## config.mk

```make
export PLATFORM = sky130hd
export DESIGN_NAME = pw_bridge
export DESIGN_NICKNAME = d
export VERILOG_FILES = /design/src/rtl/pw_pkg.sv /design/src/rtl/pw_fifo.sv /design/src/rtl/pw_ingress.sv /design/src/rtl/pw_egress.sv /design/src/rtl/pw_status.sv /design/src/rtl/pw_bridge.sv
export SDC_FILE = /design/constraint.sdc
export NUM_CORES = 1
export LEC_CHECK = 0
export BUFFER_PORTS_ARGS = -buffer_cell sky130_fd_sc_hd__clkbuf_2
export CORE_MARGIN = 1.5
export CORE_UTILIZATION = 65
export DETAILED_ROUTE_END_ITERATION = 8
export PLACE_DENSITY = 0.84
export SETUP_SLACK_MARGIN = 0.15
export SLEW_MARGIN = 20
export SYNTH_ARGS = -nofsm -noshare
export SYNTH_HDL_FRONTEND = slang
export SYNTH_SLANG_ARGS = --single-unit
```

## constraint.sdc

```tcl
create_clock -name clk_i -period 5.3 [get_ports clk_i]
set_input_delay 0.265 -clock clk_i [delete_from_list [all_inputs] [get_ports clk_i]]
set_output_delay 0.265 -clock clk_i [all_outputs]
set_load 0.05 [all_outputs]
```

## src/rtl/pw_pkg.sv

```systemverilog
package pw_pkg;
  typedef enum logic [1:0] {
    IN_IDLE = 2'd0,
    IN_RECV = 2'd1,
    IN_HOLD = 2'd2,
    IN_WAIT = 2'd3
  } in_state_e;

  localparam int unsigned FLG_WR_TAB = 0;
  localparam int unsigned FLG_WR_MAB = 1;
  localparam int unsigned FLG_RX_TAB = 2;
  localparam int unsigned FLG_RX_MAB = 3;
  localparam int unsigned FLG_N      = 4;
endpackage

```

## src/rtl/pw_fifo.sv

```systemverilog
module pw_fifo #(
  parameter int unsigned DATA_W = 32,
  parameter int unsigned DEPTH  = 16
) (
  input  logic              clk_i,
  input  logic              rst_ni,
  input  logic              wr_i,
  input  logic [DATA_W-1:0] wdata_i,
  input  logic              rd_i,
  input  logic              flush_i,
  output logic [DATA_W-1:0] rdata_o,
  output logic              empty_o,
  output logic              full_o
);
  localparam int unsigned PTR_W = (DEPTH > 1) ? $clog2(DEPTH) : 1;
  localparam int unsigned CNT_W = $clog2(DEPTH + 1);

  logic [DATA_W-1:0] mem_q [DEPTH];
  logic [PTR_W-1:0]  wptr_q, rptr_q;
  logic [CNT_W-1:0]  cnt_q;

  assign rdata_o = mem_q[rptr_q];
  assign empty_o = (cnt_q == '0);
  assign full_o  = (cnt_q == CNT_W'(DEPTH));

  always_ff @(posedge clk_i) begin
    if (wr_i && !full_o) mem_q[wptr_q] <= wdata_i;
  end

  always_ff @(posedge clk_i or negedge rst_ni) begin
    if (!rst_ni) begin
      wptr_q <= '0;
      rptr_q <= '0;
      cnt_q  <= '0;
    end else if (flush_i) begin
      wptr_q <= '0;
      rptr_q <= '0;
      cnt_q  <= '0;
    end else begin
      if (wr_i && !full_o)
        wptr_q <= (wptr_q == PTR_W'(DEPTH - 1)) ? '0 : wptr_q + 1'b1;
      if (rd_i && !empty_o)
        rptr_q <= (rptr_q == PTR_W'(DEPTH - 1)) ? '0 : rptr_q + 1'b1;
      case ({wr_i && !full_o, rd_i && !empty_o})
        2'b10:   cnt_q <= cnt_q + 1'b1;
        2'b01:   cnt_q <= cnt_q - 1'b1;
        default: cnt_q <= cnt_q;
      endcase
    end
  end

  AST_NO_OVERFLOW: assert property (@(posedge clk_i) disable iff (!rst_ni)
    wr_i |-> !full_o);
  AST_NO_UNDERFLOW: assert property (@(posedge clk_i) disable iff (!rst_ni)
    (rd_i && !flush_i) |-> !empty_o);
endmodule

```

## src/rtl/pw_ingress.sv

```systemverilog
module pw_ingress
  import pw_pkg::*;
#(
  parameter int unsigned ADDR_W    = 32,
  parameter int unsigned MAX_BEATS = 16,
  parameter int unsigned BOUND_B   = 64
) (
  input  logic                           clk_i,
  input  logic                           rst_ni,
  input  logic                           hold_mode_i,
  input  logic                           s_valid_i,
  input  logic [ADDR_W-1:0]              s_addr_i,
  input  logic                           s_last_i,
  output logic                           s_ready_o,
  output logic                           s_retry_o,
  output logic                           s_disc_o,
  output logic                           s_ok_o,
  output logic                           s_err_o,
  input  logic                           fin_i,
  input  logic                           fin_abort_i,
  output logic                           push_o,
  output logic                           launch_o,
  output logic [ADDR_W-1:0]              launch_base_o,
  output logic [$clog2(MAX_BEATS+1)-1:0] launch_len_o,
  output logic                           posted_wait_o
);
  localparam int unsigned IDX_W = $clog2(BOUND_B / 4);
  localparam int unsigned LEN_W = $clog2(MAX_BEATS + 1);

  in_state_e         state_q, state_d;
  logic              np_q;
  logic [ADDR_W-1:0] base_q;
  logic [IDX_W-1:0]  idx_q;
  logic [LEN_W-1:0]  cnt_q;

  logic             first, acc, cut, fin_beat, np_now;
  logic [IDX_W-1:0] idx_now;
  logic [LEN_W-1:0] cnt_now;

  assign first   = (state_q == IN_IDLE);
  assign np_now  = first ? hold_mode_i : np_q;
  assign idx_now = first ? s_addr_i[IDX_W+1:2] : idx_q;
  assign cnt_now = first ? '0 : cnt_q;

  assign s_ready_o = (state_q == IN_IDLE) || (state_q == IN_RECV);
  assign acc       = s_valid_i && s_ready_o;
  // boundary: last word of the aligned region; length: last permitted beat
  assign cut       = (idx_now == '1) || (cnt_now == LEN_W'(MAX_BEATS - 1));
  assign fin_beat  = acc && (s_last_i || cut);

  assign s_disc_o  = acc && cut && !s_last_i;
  assign s_retry_o = s_valid_i && ((state_q == IN_HOLD) || (state_q == IN_WAIT));
  assign s_ok_o    = (fin_beat && !np_now) ||
                     ((state_q == IN_WAIT) && fin_i && !fin_abort_i);
  assign s_err_o   = (state_q == IN_WAIT) && fin_i && fin_abort_i;

  assign push_o        = acc;
  assign launch_o      = fin_beat;
  assign launch_base_o = first ? s_addr_i : base_q;
  assign launch_len_o  = cnt_now + 1'b1;
  assign posted_wait_o = (state_q == IN_HOLD);

  always_comb begin
    state_d = state_q;
    unique case (state_q)
      IN_IDLE, IN_RECV: begin
        if (fin_beat)  state_d = np_now ? IN_WAIT : IN_HOLD;
        else if (acc)  state_d = IN_RECV;
      end
      IN_HOLD, IN_WAIT: if (fin_i) state_d = IN_IDLE;
      default: state_d = IN_IDLE;
    endcase
  end

  always_ff @(posedge clk_i or negedge rst_ni) begin
    if (!rst_ni) begin
      state_q <= IN_IDLE;
      np_q    <= 1'b0;
      base_q  <= '0;
      idx_q   <= '0;
      cnt_q   <= '0;
    end else begin
      state_q <= state_d;
      if (acc) begin
        idx_q <= idx_now + 1'b1;
        cnt_q <= cnt_now + 1'b1;
        if (first) begin
          base_q <= s_addr_i;
          np_q   <= hold_mode_i;
        end
      end
    end
  end

  AST_RETRY_EXCLUSIVE: assert property (@(posedge clk_i) disable iff (!rst_ni)
    s_retry_o |-> !s_ready_o);
  AST_DISC_ON_ACCEPT: assert property (@(posedge clk_i) disable iff (!rst_ni)
    s_disc_o |-> (s_valid_i && s_ready_o && !s_last_i));
  AST_OK_ERR_EXCL: assert property (@(posedge clk_i) disable iff (!rst_ni)
    !(s_ok_o && s_err_o));
endmodule

```

## src/rtl/pw_egress.sv

```systemverilog
module pw_egress #(
  parameter int unsigned ADDR_W    = 32,
  parameter int unsigned MAX_BEATS = 16
) (
  input  logic                           clk_i,
  input  logic                           rst_ni,
  input  logic                           launch_i,
  input  logic [ADDR_W-1:0]              launch_base_i,
  input  logic [$clog2(MAX_BEATS+1)-1:0] launch_len_i,
  input  logic                           m_ack_i,
  input  logic                           m_tabort_i,
  input  logic                           m_mabort_i,
  output logic                           m_req_o,
  output logic [ADDR_W-1:0]              m_addr_o,
  output logic                           m_last_o,
  output logic                           pop_o,
  output logic                           flush_o,
  output logic                           fin_o,
  output logic                           fin_tab_o,
  output logic                           fin_mab_o
);
  localparam int unsigned LEN_W = $clog2(MAX_BEATS + 1);

  logic              run_q;
  logic [ADDR_W-1:0] base_q;
  logic [LEN_W-1:0]  len_q, beat_q;
  logic              fin_q, tab_q, mab_q;
  logic              abort;

  assign m_req_o   = run_q;
  assign m_addr_o  = base_q + ADDR_W'({beat_q, 2'b00});
  assign m_last_o  = run_q && (beat_q == len_q - 1'b1);
  assign abort     = run_q && (m_tabort_i || m_mabort_i);
  assign pop_o     = run_q && m_ack_i && !abort;
  assign flush_o   = abort;
  assign fin_o     = fin_q;
  assign fin_tab_o = tab_q;
  assign fin_mab_o = mab_q;

  always_ff @(posedge clk_i or negedge rst_ni) begin
    if (!rst_ni) begin
      run_q  <= 1'b0;
      base_q <= '0;
      len_q  <= '0;
      beat_q <= '0;
      fin_q  <= 1'b0;
      tab_q  <= 1'b0;
      mab_q  <= 1'b0;
    end else begin
      fin_q <= 1'b0;
      tab_q <= 1'b0;
      mab_q <= 1'b0;
      if (!run_q) begin
        if (launch_i) begin
          run_q  <= 1'b1;
          base_q <= launch_base_i;
          len_q  <= launch_len_i;
          beat_q <= '0;
        end
      end else if (abort) begin
        run_q <= 1'b0;
        fin_q <= 1'b1;
        tab_q <= m_tabort_i;
        mab_q <= m_mabort_i;
      end else if (m_ack_i) begin
        beat_q <= beat_q + 1'b1;
        if (m_last_o) begin
          run_q <= 1'b0;
          fin_q <= 1'b1;
        end
      end
    end
  end

  AST_LEN_NONZERO: assert property (@(posedge clk_i) disable iff (!rst_ni)
    run_q |-> (len_q != '0 && beat_q < len_q));
  AST_NO_LAUNCH_BUSY: assert property (@(posedge clk_i) disable iff (!rst_ni)
    run_q |-> !launch_i);
endmodule

```

## src/rtl/pw_status.sv

```systemverilog
module pw_status
  import pw_pkg::*;
(
  input  logic             clk_i,
  input  logic             rst_ni,
  input  logic             set_tab_i,
  input  logic             set_mab_i,
  input  logic [FLG_N-1:0] clr_i,
  input  logic [FLG_N-1:0] mask_i,
  output logic [FLG_N-1:0] sts_o,
  output logic             irq_o
);
  logic [FLG_N-1:0] flg_q, set_v;

  always_comb begin
    set_v             = '0;
    set_v[FLG_WR_TAB] = set_tab_i;
    set_v[FLG_RX_TAB] = set_tab_i;
    set_v[FLG_WR_MAB] = set_mab_i;
    set_v[FLG_RX_MAB] = set_mab_i;
  end

  always_ff @(posedge clk_i or negedge rst_ni) begin
    if (!rst_ni) flg_q <= '0;
    else         flg_q <= (flg_q & ~clr_i) | set_v;
  end

  assign sts_o = flg_q;
  assign irq_o = |(flg_q & ~mask_i);

  AST_STICKY: assert property (@(posedge clk_i) disable iff (!rst_ni)
    (flg_q[FLG_WR_TAB] && !clr_i[FLG_WR_TAB]) |=> flg_q[FLG_WR_TAB]);
  AST_IRQ_QUIET: assert property (@(posedge clk_i) disable iff (!rst_ni)
    (sts_o == '0) |-> !irq_o);
endmodule

```

## src/rtl/pw_bridge.sv

```systemverilog
module pw_bridge
  import pw_pkg::*;
#(
  parameter int unsigned ADDR_W    = 32,
  parameter int unsigned DATA_W    = 32,
  parameter int unsigned MAX_BEATS = 16,
  parameter int unsigned BOUND_B   = 64
) (
  input  logic              clk_i,
  input  logic              rst_ni,
  input  logic              hold_mode_i,
  input  logic              s_valid_i,
  input  logic [ADDR_W-1:0] s_addr_i,
  input  logic [DATA_W-1:0] s_data_i,
  input  logic              s_last_i,
  output logic              s_ready_o,
  output logic              s_retry_o,
  output logic              s_disc_o,
  output logic              s_ok_o,
  output logic              s_err_o,
  output logic              m_req_o,
  output logic [ADDR_W-1:0] m_addr_o,
  output logic [DATA_W-1:0] m_data_o,
  output logic              m_last_o,
  input  logic              m_ack_i,
  input  logic              m_tabort_i,
  input  logic              m_mabort_i,
  input  logic [FLG_N-1:0]  sts_clr_i,
  input  logic [FLG_N-1:0]  irq_mask_i,
  output logic [FLG_N-1:0]  sts_o,
  output logic              irq_o
);
  localparam int unsigned LEN_W = $clog2(MAX_BEATS + 1);

  logic              push, launch, posted_wait;
  logic [ADDR_W-1:0] launch_base;
  logic [LEN_W-1:0]  launch_len;
  logic              pop, flush, fin, fin_tab, fin_mab;
  logic              fifo_empty, fifo_full;

  pw_ingress #(.ADDR_W(ADDR_W), .MAX_BEATS(MAX_BEATS), .BOUND_B(BOUND_B)) u_in (
    .clk_i, .rst_ni, .hold_mode_i, .s_valid_i, .s_addr_i, .s_last_i,
    .s_ready_o, .s_retry_o, .s_disc_o, .s_ok_o, .s_err_o,
    .fin_i(fin), .fin_abort_i(fin_tab || fin_mab),
    .push_o(push), .launch_o(launch), .launch_base_o(launch_base),
    .launch_len_o(launch_len), .posted_wait_o(posted_wait)
  );

  pw_fifo #(.DATA_W(DATA_W), .DEPTH(MAX_BEATS)) u_fifo (
    .clk_i, .rst_ni, .wr_i(push), .wdata_i(s_data_i), .rd_i(pop),
    .flush_i(flush), .rdata_o(m_data_o), .empty_o(fifo_empty), .full_o(fifo_full)
  );

  pw_egress #(.ADDR_W(ADDR_W), .MAX_BEATS(MAX_BEATS)) u_eg (
    .clk_i, .rst_ni, .launch_i(launch), .launch_base_i(launch_base),
    .launch_len_i(launch_len), .m_ack_i, .m_tabort_i, .m_mabort_i,
    .m_req_o, .m_addr_o, .m_last_o, .pop_o(pop), .flush_o(flush),
    .fin_o(fin), .fin_tab_o(fin_tab), .fin_mab_o(fin_mab)
  );

  pw_status u_sts (
    .clk_i, .rst_ni,
    .set_tab_i(fin && fin_tab && posted_wait),
    .set_mab_i(fin && fin_mab && posted_wait),
    .clr_i(sts_clr_i), .mask_i(irq_mask_i), .sts_o, .irq_o
  );

  AST_BUSY_NOT_READY: assert property (@(posedge clk_i) disable iff (!rst_ni)
    m_req_o |-> !s_ready_o);
  AST_FLUSH_EMPTY: assert property (@(posedge clk_i) disable iff (!rst_ni)
    (m_req_o && (m_tabort_i || m_mabort_i)) |=> (fifo_empty && !m_req_o));
  AST_LAST_DRAINS: assert property (@(posedge clk_i) disable iff (!rst_ni)
    (m_req_o && m_last_o && m_ack_i && !m_tabort_i && !m_mabort_i) |=> fifo_empty);
  AST_FULL_ONLY_BUSY: assert property (@(posedge clk_i) disable iff (!rst_ni)
    fifo_full |-> !s_ready_o);
endmodule

```

# --- Word level (Yosys, flattened, before mapping) ---
# Memory sizes are Yosys's and may differ from the RTL's.
# Cells that the tools add are included.
classes:
  n_mux: 36
  bitwise_logic: 6
  reduce_logical: 44
  eq_ne: 15
  add_sub_neg: 9
ops:
  columns: ["op", "count"]
  rows:
  - ["$add 32x7->32", 1]
  - ["$mux 32", 1]
  - ["$mux 5", 6]
  - ["$mux 4", 7]
  - ["$logic_and 1x1->1", 19]
  - ["$mux 1", 17]
  - ["$add 5x1->5 const B", 3]
  - ["$add 4x1->4 const B", 3]
  - ["$eq 4x4->1 const B", 3]
  - ["$pmux 5 s2", 1]
  - ["$sub 5x1->5 const B", 2]
  - ["$and 4x4->4", 2]
  - ["$not 4->4", 2]
  - ["$logic_or 1x1->1", 7]
  - ["$eq 2x2->1 const B", 3]
  - ["$logic_not 1->1", 6]
  - ["$mux 2", 3]
  - ["$reduce_bool 2->1", 3]
  - ["$eq 5x4->1 const B", 1]
  - ["$eq 5x5->1", 1]
  - ["$eq 5x5->1 const B", 1]
  - ["$logic_not 5->1", 1]
  - ["$eq 2x1->1 const B", 2]
  - ["$ne 2x2->1 const B", 2]
  - ["other kinds (11)", 13]
word_totals:
  mem_bits_rw: 512
  in_bits: 80
  mem_count: 1
  register_bits: 107
  out_inout_bits: 76
memory_table:
  columns: ["memory", "depth", "word_bits", "rd", "rd_clocked_by_memory_dff", "write_ports", "line", "rtl"]
  rows:
  - ["u_fifo.mem_q", 16, 32, 1, 0, 1, "pw_fifo.sv:18", "logic [DATA_W-1:0] mem_q [DEPTH];"]

# --- Depth between registers and ports, before layout ---
depth:
  depth_word: 8
  depth_mapped: 14

# --- Hierarchy ---
# From an unflattened synthesis, not the netlist that was laid out.
hier_totals:
  hier_cells: 1642
  area_unflattened_um2: 25781.0
by_module_without_submodules:
  columns: ["module", "seq_area_each_um2", "n_inst", "area_per_inst_um2", "cells_each"]
  rows:
  - ["pw_fifo", 15700.1, 1, 20557.2, 1053]
  - ["pw_egress", 1151.1, 1, 2607.5, 301]
  - ["pw_ingress", 1101.1, 1, 2417.3, 269]
  - ["pw_status", 100.1, 1, 178.9, 16]
  - ["pw_bridge", 0.0, 1, 20.0, 3]

# --- Worst setup path after synthesis ---
# OpenSTA, ideal clock, no wires.
synth_timing:
  path_kind: "register -> output"
  from: "register u_in.state_q[0]"
  to: "output port s_disc_o"
  path_stages_with_launch: 12
  path_buffers: 3
  setup_slack_ns: 2.096
  t_required_ns: 5.035
  arrival_time_ns: 2.939
  path_cell_list: "dfrtp_1 buf_2 or2_1 buf_2 clkbuf_1 and2_1 ha_1 nand2_1 nor2_1 ha_1 inv_1 a211oi_1"
synth_via:
  elab_chain_cells: 6
synth_lines:
  columns: ["item", "line", "rtl"]
  rows:
  - ["start, declared", "pw_ingress.sv:30", "in_state_e state_q, state_d;"]
  - ["start signal, assigned", "pw_ingress.sv:83", "state_q <= state_d;"]
  - ["$logic_not 2->1", "pw_ingress.sv:40, pw_ingress.sv:45", null]
  - ["$mux 5 / $mux 4 (equally long branches)", "pw_ingress.sv:43, pw_ingress.sv:42", null]
  - ["$eq 5x4->1 / $eq 4x4->1 (equally long branches)", "pw_ingress.sv:48", "assign cut = (idx_now == '1) || (cnt_now == LEN_W'(MAX_BEATS - 1));"]
  - ["$logic_or 1x1->1", "pw_ingress.sv:48", null]
  - ["$logic_and 1x1->1 * (2 in a row)", "pw_ingress.sv:51", "assign s_disc_o = acc && cut && !s_last_i;"]
  - ["end, declared", "pw_bridge.sv:18", "output logic s_disc_o,"]
# Every way passes the cells marked *; elsewhere a longest branch is shown, timed or not.

# --- Worst setup path after layout ---
layout_timing:
  from: "register u_in.state_q[1]"
  to: "output port s_ok_o"
layout_via:
  elab_chain_cells: 8
layout_lines:
  columns: ["item", "line", "rtl"]
  rows:
  - ["$logic_not 2->1", "pw_ingress.sv:40, pw_ingress.sv:45", null]
  - ["$mux 5 / $mux 4 (equally long branches)", "pw_ingress.sv:43, pw_ingress.sv:42", null]
  - ["$eq 5x4->1 / $eq 4x4->1 (equally long branches)", "pw_ingress.sv:48", null]
  - ["$logic_or 1x1->1", "pw_ingress.sv:48", null]
  - ["$logic_or 1x1->1", "pw_ingress.sv:49", "assign fin_beat = acc && (s_last_i || cut);"]
  - ["$logic_and 1x1->1", "pw_ingress.sv:49", null]
  - ["$logic_and 1x1->1", "pw_ingress.sv:53", "assign s_ok_o = (fin_beat && !np_now) ||"]
  - ["$logic_or 1x1->1 *", "pw_ingress.sv:53", null]
  - ["end, declared", "pw_bridge.sv:19", "output logic s_ok_o,"]
# Marked as above.

==> impl_metrics.toml <==
[run_status]
status = "complete, no violations"

[global_route]
grt_use_met2_pct = 51.74
grt_use_met3_pct = 4.996
grt_max_degree = 133
busiest_layer = "met2"
antenna_found_initial = 3
grt-ovfl-total = 0
grt_pass1_vias = 14360
grt_first_pass_wirelength_um = 87140
use_met1_pct = 40.60
grt_usage_pct = 30.61

[timing]
layout_min_cycle_time_ns = 3.933
fmax_mhz = 254.2
clock-skew-final_ns = 0.02403
hold_violations = 0
worstMarginPinSlew_ns = 1.118
rsz0062_at_grt = "false"
slew_viol_final = 0
max_slew_margin_pct = 25.45
hold_ws_ns = 0.05185
tns_ns = 0
setup_viol = 0
fin_crit_sh_pct = 74.21

[final_layout]
fin_area_um2 = 28610
drive_gt1_share_pct = 29.96
nFillCells = 2007
area_delta_synth_final_pct = 14.14
nets = 1645

[place]
port_buffers = 155
dp_hpwl_um = 30840
dpl_cell_area_um2 = 26340
place_congestion = 0.8461

[logic_synthesis]
synth_top_area_share_pct = 61.34
async_flop_share_pct = 17.29
synth_edf_count = 512
ys_warn_count = 0
ys_ff_latch = 619
ys_types = 59
syn_area_um2 = 25060
synthCells = 1339
synth_fp_nets = 1439
synth_flop_cell = "edfxtp_1"
yosys.area.top_type = "edfxtp_1"
seq_area_frac_synth_pct = 72.02
synth_area_leaders = "edfxtp_1, mux4_2, dfrtp_1"
syn_avg_cell_area_um2 = 18.72

[cts]
cts_tree = "yes"
cts_resized = 0
cts_buffers = 58
htreeDepth = 2
cts_sinks = 619
clockBufferDepth = 3
clkLatencyLatePin_ns = 0.62
cts-root-buf = "clkbuf_16"
clk_pin_slew_worst_paths_ns = 0.07

[critical_path]
reg2reg_to = "u_fifo.mem_q[8][16]"
crit_start = "u_in.state_q[1]"
cp.arrival_ns = 3.67
reg2regPathDepth = 6
worstSetupStartpointType = "register"
critPathMaxFanout = 25
critPathRequiredTime_ns = 5.04
end_kind = "output pin"
crit-reg2reg-launch = "u_in.state_q[1]"
critical_path.endpoint = "s_ok_o"
critPathKind = "reg -> out"
rrSetupSlack_ns = 1.61

[route]
firstDrtPassIters = 5
drc = 0
vias_per_cell = 6.505
vias = 13690
drt_wl_total_um = 57950
ant_nets = 0
wl_per_cell_um = 27.54
drtIter0Drc = 1470

[die]
row_count = 71
die_area_um2 = 39750
die_h_um = 199.4
ios = 156
coreArea_um2 = 37840
start_util_pct = 66.23
die_w_um = 199.4

[pwr]
ir_drop_uv = 548.4
leakage_nw = 9.726
p_per_area_nw_per_um2 = 481.6

[flow_run]
drv_cap = 0

[worst_hold_path]
worst_hold_path_type = "in -> reg"
-- logic make-up (layout without fill, tap and decap cells) --
| family | count (synthesis) | count (layout) | share of synthesized area, % |
|---|---|---|---|
| AO/OA/AOI/OAI | 113 | 113 | 2.875 |
| XOR/XNOR | 46 | 46 | 1.607 |
| adder cells (fa/ha/maj) | 20 | 20 | 1.028 |
| buffers and inverters | 85 | 338 | 1.697 |
| flip-flops | 619 | 619 | 72.02 |
| multiplexers | 199 | 199 | 16.11 |
| other | 0 | 1 | 0 |
| AND/OR/NAND/NOR | 257 | 257 | 4.658 |
-- worst min path at each step --
stage / endpoint / slack, ns / start / depth (start not counted)
final: u_fifo.mem_q[11][29] / 0.05 / s_data_i[29] / 1
after detailed placement: u_eg.base_q[0] / 0.42 / rst_ni / 1
after global placement: u_in.base_q[0] / 0.41 / rst_ni / 1
after floorplan: u_eg.base_q[0] / -0.03 / rst_ni / 0
after global routing: u_fifo.mem_q[8][7] / 0.06 / s_data_i[7] / 1
after CTS: u_fifo.mem_q[0][7] / 0.03 / s_data_i[7] / 1
-- per-layer routing --
layer	routed length, um	vias up
met5	33	-
met4	1907	4
met3	4211	129
met2	30180	780
met1	21620	7048
li1	-	5725
-- stage by stage --
stage / total power, mW / setup slack (ns) / instances / utilization (%)
floorplan: 8.865 / 2.096 / 1339 / -
global placement: 9.589 / 1.908 / 1955 / 69.60
detailed placement: 9.719 / 1.782 / 1955 / 69.61
CTS: 13.81 / 1.395 / 2103 / 75.57
global route: 14.30 / 1.193 / 2104 / 75.59
finish: 13.78 / 1.367 / 2104 / 75.59
-- Yosys cell counts, types with 2 or more instances --
cell type and number:
nor4_1 2, nor3b_1 4, nand4_1 8, nor3b_2 3, mux4_2 160, edfxtp_1 512, mux2_2 24, dfrtp_1 107
and3_1 5, a21oi_1 27, inv_1 15, buf_4 4, buf_2 19, mux2_1 11, o31ai_1 2, nor2_1 71
nand2_1 111, and2_1 22, ha_1 19, mux2i_1 4, nand2b_1 3, buf_1 5, o22ai_1 3, o21a_1 2
and4_1 3, o2111ai_1 2, clkbuf_1 32, nand3_1 15, or3_1 2, xor2_1 16, a21o_1 4, a211oi_1 5
a31oi_1 31, xnor2_1 30, o21ai_0 18, buf_6 9, nor3_1 3, a21boi_2 2, o21ai_1 4
-- cell usage in the layout (no fill, tap or decap), types with 5 or more instances in the layout --
master,count
edfxtp_1,512
clkbuf_16,58
and2_4,5
ha_1,19
xor2_1,16
clkbuf_1,8
and2_1,6
clkinv_1,15
nand4_1,8
a31oi_1,31
a21oi_1,27
nor2_1,68
and2_2,11
mux4_2,160
buf_4,17
clkbuf_2,154
bufinv_16,5
dfrtp_1,103
xnor2_1,30
dlygate4sd3_1,41
mux2_2,24
and3_1,5
clkinv_2,11
nand2_1,111
o21ai_0,18
mux2_1,11
inv_1,15
a211oi_1,5
nand3_1,15
-- flip-flops by register name, indices dropped and copies added (netlist names), 2 cells and up --
name           count
u_eg.base_q       32
u_eg.beat_q        5
u_eg.len_q         5
u_fifo.cnt_q       5
u_fifo.mem_q     512
u_fifo.rptr_q      4
u_fifo.wptr_q      4
u_in.base_q       32
u_in.cnt_q         5
u_in.idx_q         4
u_in.state_q       2
u_sts.sts_o        4
-- power breakdown --
group | total (mW) | switching, mW | internal, mW
Sequential | 6.23 | 0.442 | 5.79
Combinational | 3.49 | 2.23 | 1.26
Clock | 4.06 | 1.78 | 2.28
Total | 13.8 | 4.45 | 9.32
-- worst max-delay path, cell delays in order, from the launching register on --
cell	delay (ns)
dfrtp_1	0.63
or2_1	0.65
buf_4	0.42
nand2_1	0.15
nor2_1	0.14
ha_1	0.22
nor2_1	0.11
a21oi_1	0.29
nand2_1	0.09
nand2_1	0.07
clkbuf_2	0.27
-- area by class of cell --
cell class	count	area (um^2)	area share, %
antenna	1	2.502	0.008747
clock buffer	68	1509	5.275
clock inverter	39	335.3	1.172
inverter	16	60.06	0.2099
multi-input combinational	635	6628	23.17
sequential	619	18060	63.15
tap	511	639.4	2.235
timing repair buffer	215	1369	4.785
-- timing repair --
item | 4_1_cts | 5_1_grt
buffers inserted | 0 | 0
hold buffers | 41 | 0
hold endpoints to repair | 137 | 0
No activity file was read; power rests on OpenSTA's default activity.
